## src/rtl/spi_hold_gate.sv

```systemverilog
module spi_hold_gate (
  input  logic clk,
  input  logic rst_n,
  input  logic sck_i,
  input  logic csn_i,
  input  logic holdn_i,
  input  logic sdi_i,
  input  logic core_oe_i,
  output logic sck_rise_o,
  output logic sck_fall_o,
  output logic sdi_o,
  output logic sdo_oe_o,
  output logic hold_o,
  output logic cmd_clr_o
);

  logic sck_q, sck_prev, csn_q, holdn_q, sdi_q;
  logic hold_q, sdi_frz;

  always_ff @(posedge clk or negedge rst_n) begin
    if (!rst_n) begin
      sck_q    <= 1'b0;
      sck_prev <= 1'b0;
      csn_q    <= 1'b1;
      holdn_q  <= 1'b1;
      sdi_q    <= 1'b0;
      hold_q   <= 1'b0;
      sdi_frz  <= 1'b0;
    end else begin
      sck_q    <= sck_i;
      sck_prev <= sck_q;
      csn_q    <= csn_i;
      holdn_q  <= holdn_i;
      sdi_q    <= sdi_i;
      if (csn_q)
        hold_q <= 1'b0;
      else if (!sck_q)
        hold_q <= !holdn_q;
      if (!hold_q)
        sdi_frz <= sdi_q;
    end
  end

  wire live = !csn_q && !hold_q;

  assign sck_rise_o = live && sck_q && !sck_prev;
  assign sck_fall_o = live && !sck_q && sck_prev;
  assign sdi_o      = hold_q ? sdi_frz : sdi_q;
  assign sdo_oe_o   = live && core_oe_i;
  assign hold_o     = hold_q;
  assign cmd_clr_o  = csn_q;

  AST_DESELECT_ENDS_HOLD: assert property (@(posedge clk) disable iff (!rst_n)
    cmd_clr_o |=> !hold_o);

  AST_HIGH_CLOCK_KEEPS_HOLD: assert property (@(posedge clk) disable iff (!rst_n)
    (sck_q && !cmd_clr_o) |=> $stable(hold_o));

  AST_LOW_CLOCK_FOLLOWS_PIN: assert property (@(posedge clk) disable iff (!rst_n)
    (!cmd_clr_o && !sck_q) |=> (hold_o == !$past(holdn_q)));

  AST_DATA_FROZEN: assert property (@(posedge clk) disable iff (!rst_n)
    (hold_o && $past(hold_o)) |-> $stable(sdi_o));

  AST_SILENT_IN_HOLD: assert property (@(posedge clk) disable iff (!rst_n)
    $past(hold_o) && hold_o |-> !sdo_oe_o && !(sck_rise_o || sck_fall_o));

endmodule

```

## config.mk

```make
export PLATFORM = sky130hd
export DESIGN_NAME = spi_hold_gate
export DESIGN_NICKNAME = d
export VERILOG_FILES = /design/src/rtl/spi_hold_gate.sv
export SDC_FILE = /design/constraint.sdc
export NUM_CORES = 1
export LEC_CHECK = 0
export BUFFER_PORTS_ARGS = -buffer_cell sky130_fd_sc_hd__clkbuf_2
export CORE_AREA = 4 4 41 43
export DETAILED_ROUTE_END_ITERATION = 12
export DIE_AREA = 0 0 45 47
export GPL_TIMING_DRIVEN = 0
export HOLD_SLACK_MARGIN = 0.15
export PLACE_DENSITY_LB_ADDON = 0.1
export SLEW_MARGIN = 10
export SYNTH_ARGS = -nofsm -noshare
export SYNTH_HDL_FRONTEND = slang
export SYNTH_SLANG_ARGS = --single-unit
export TNS_END_PERCENT = 10
```

## constraint.sdc

```tcl
create_clock -name clk -period 2.7 [get_ports clk]
set_input_delay 0.54 -clock clk [delete_from_list [all_inputs] [get_ports clk]]
set_output_delay 0.54 -clock clk [all_outputs]
set_load 0.02 [all_outputs]
```

Word-level counts from Yosys, hierarchy flattened. Cells that the tools add are included.

Flip-flop bits (word level): 7. Input port bits: 7.

Mux-type cells: 3. Equality and inequality tests: 1. Reductions and logical operators: 11.

Operators by type and width (number): logical AND 1 bit (6); zero test 1 bit (5); 2-to-1 mux 1 bit (3); inequality test 2 x 1 -> 1 bit (second input constant) (1).

Logic depth before layout (Yosys ltp).
Depth after elaboration: 4. Gate-level depth with buffers: 2. Depth with buffers taken out: 2.

Worst setup path before layout. OpenSTA, ideal clock, no wires.

Path kind: reg2out. Start: register hold_q (netlist: hold_o). End: output sck_fall_o. Setup slack: 877 ps. Arrival time: 1283 ps. Cell stages (with the launch flop): 2. Cells stage by stage: dfrtp_1 nor4b_1.

Word-level cells in the longest chain between the ends: 4.

Ends and longest elaborated chain: start: declaration (RTL line 18) `logic hold_q, sdi_frz;`; start signal: assignment (RTL line 38) `hold_q <= !holdn_q;`; zero test 1 bit (RTL line 44) `wire live = !csn_q && !hold_q;`; logical AND 1 bit (RTL line 44); logical AND 1 bit (2 in a row) (RTL line 47) `assign sck_fall_o = live && !sck_q && sck_prev;`; end: declaration (RTL line 10) `output logic sck_fall_o,`.

No other way between the ends.

Final worst setup path.
Start: register hold_q (netlist: hold_o). End: output sck_rise_o.

Word-level cells in the longest chain between the ends: 4.

Ends and longest elaborated chain: zero test 1 bit (RTL line 44); logical AND 1 bit (RTL line 44); logical AND 1 bit (2 in a row) (RTL line 46) `assign sck_rise_o = live && sck_q && !sck_prev;`; end: declaration (RTL line 9) `output logic sck_rise_o,`.

No other way between the ends.

==> summary.md <==
| Metric | Value |
|---|---|
| Synth Instances | 14 |
| Seq cells post-synth | 7 |
| Layout Skew | 0.00325 ns |
| Final Hold Fails | 0 |
| Clock Sinks | 7 |
| Comb pwr share | 0.100 |
| Synthesized area | 233 µm² |
| Main combinational cell family by area after synthesis | simple AND/OR/NAND/NOR gates |
| Via density per instance | 3.65 |
| Hold crit path type | input pin to flip-flop |
| Core Rows | 13 |
| Port-buffer cells | 12 |
| Top Ports | 13 |
| Met1 Usage GRT | 0.0581 |
| Status | completed |
| Maximum clock path buffer count | 2 |
| Crit start category | flip-flop |
| Final TNS setup | 0 ns |
| Post-Synth Adder-Cell Area | 0 |
| CTS root buffer | clkbuf_4 |
| # diodes | 0 |
| Place WS | 1.18 ns |
| Area growth syn-to-layout | 49.5% |
| CTS tree | done |
| Hold WS | 0.376 ns |
| Maxcap violations | 0 |
| Yosys Warn Count | 0 |
| Fin. max-slew vios | 0 |
| Router iterations before antenna repair | 1 |
| Chip width | 45 µm |
| CP arrival | 1.24 ns |
| Layer with the highest usage | met4 |
| Tcrit/Tclk final | 0.659 |
| Final Util | 0.267 |
| Setup violations, final | 0 |
| WL final | 485 µm |
| Core area | 1300 µm² |
| Area share of the largest cell type after synthesis | 0.538 |
| Library cells used by synthesis | 8 |
| Critical Path RT | 2.16 ns |
| Met3 usage | 0.0383 |
| Worst-margin pin slew | 0.280 ns |
| Crit Path Category | flip-flop to output pin |
| H-tree levels | 1 |
| Sw Share | 0.229 |
| Int Pwr | 179 µW |
| Finished layout cell area | 348 µm² |
| Placement Cell Area | 312 µm² |
| Commonest non-fill, non-tap cell in the layout | clkbuf_2 |
| Power Density | 666 nW/µm² |
| Num CTS Buffers | 3 |
| Most frequent cells in the layout | clkbuf_2, dfrtp_1, clkbuf_4 |
| Cell taking the most area after synthesis | dfrtp_1 |
| First-pass GRT wire length | 696 µm |
| Worst VDD drop | 0.242 mV |
| Part of the power in registers | 0.503 |
| Die height | 47 µm |
| Fill cells | 141 |
| Post-CTS setup buffer count | 0 |
| Later-pin clock latency in the skew report | 0.25 ns |
| GRT Util Overall | 0.0533 |
| RSZ-0062 raised after global routing | no |
| Resized cells post-CTS | 0 |
| Met2 Track Usage GR | 0.0565 |
| Final ANT Viol Nets | 0 |
| Clock network power share | 0.397 |
| Compound-Gate Fraction of Synth Area | 0.0376 |
| Vias after detailed routing | 168 |
| Portion of netlist area occupied by mux cells | 0.0484 |
| Mean area per synthesized cell | 16.6 µm² |
| CP Max Fanout | 6 |
| Ranking of synthesized cells by area | dfrtp_1, dfstp_2, nor4b_1, mux2_2, a21oi_2 |
| Seq/Total Area, Yosys | 0.763 |
| CTS clk-pin slew, worst paths | 0.05 ns |
| NumNets Final | 39 |
| DRT iter0 DRCs | 0 |
| Pin count of the biggest net entering global routing | 8 |
| Leak Pwr | 0.163 nW |
| Number of global-route vias before repair | 153 |
| Worst Setup End Kind | output pin |
| Grt total ovfl | 0 |
| Avg WL per Cell | 10.5 µm |
| Setup ws final | 0.922 ns |
| Die Area | 2120 µm² |
| Highest clock rate | 562 MHz |
| Simple-gate portion of the synthesized area | 0.151 |
| Initial core utilization | 0.179 |
| Fin crit period | 1.78 ns |
| # hold bufs at CTS | 1 |
| Switching power | 53.0 µW |
| Syn_nets | 21 |
| Xor/xnor share of the synthesized area | 0 |
| RD Place Congestion | 0.666 |
| Layout cells sized above 1 | 0.613 |
| Max_slew headroom | 0.811 |
| Initial antenna violation count | 0 |
| Drt drc | 0 |
synth_stat cells:
cell	n
a21oi_2	1
or2_1	1
nor4b_1	2
dfstp_2	2
mux2_2	1
dfrtp_1	5
nor3b_1	1
nand2_1	1
worst max-delay path, cell delays in order (launching register included):
cell and delay [ns]:
dfrtp_1 0.43, nor4b_1 0.33, clkbuf_2 0.23
per-layer routing:
layer / share of wire / vias up
met2: 0.36 / 11
met3: 0.15 / 0
li1: - / 84
met4: 0 / 0
met1: 0.48 / 73
met5: 0 / -
flip-flops by register name, summed over array words and instances, names as in the netlist:
signal / flops
sdi_frz: 1
sck_prev: 1
hold_o: 1
holdn_q: 1
sck_q: 1
sdi_q: 1
cmd_clr_o: 1
metrics by stage:
stage	power [mW]	cells
4_1_cts	0.238	46
5_1_grt	0.246	46
6_report	0.232	46
3_5_place_dp	0.140	41
2_1_floorplan	0.128	14
3_3_place_gp	0.140	41
power by group through the flow:
stage,sequential [mW],combinational [mW],clock (mW)
after CTS,0.117,0.0235,0.0976
after floorplan,0.119,0.00936,0
after global placement,0.118,0.0221,0
after global routing,0.117,0.0252,0.104
after detailed placement,0.118,0.0223,0
final,0.117,0.0231,0.0920
path summary, 6_finish.rpt:
path | startpoint | endpoint | slack (ns) | cells past startpoint
setup / recovery | hold_o | sck_rise_o | 0.92 | 2
hold / removal | csn_i | cmd_clr_o | 0.38 | 1
setup reg to reg | hold_o | sdi_frz | 1.78 | 1
hold reg to reg | sck_q | sck_prev | 0.48 | 0
max in group asynchronous | rst_n | cmd_clr_o | 1.79 | 2
min in group asynchronous | rst_n | sdi_q | 0.67 | 2
area by class of cell:
type | count | area (µm²) | share of cell area
flip-flops and latches | 7 | 178 | 0.511
repair buffers | 13 | 70.1 | 0.201
multi-input cells | 7 | 55.1 | 0.158
clock buffers | 4 | 26.3 | 0.0755
well taps | 15 | 18.8 | 0.0540
kinds of logic after synthesis:
group / after synthesis
AO/OA/AOI/OAI: 1
flip-flops: 7
multiplexers: 1
AND/OR/NAND/NOR: 5
(Power assumes the default switching activity.)
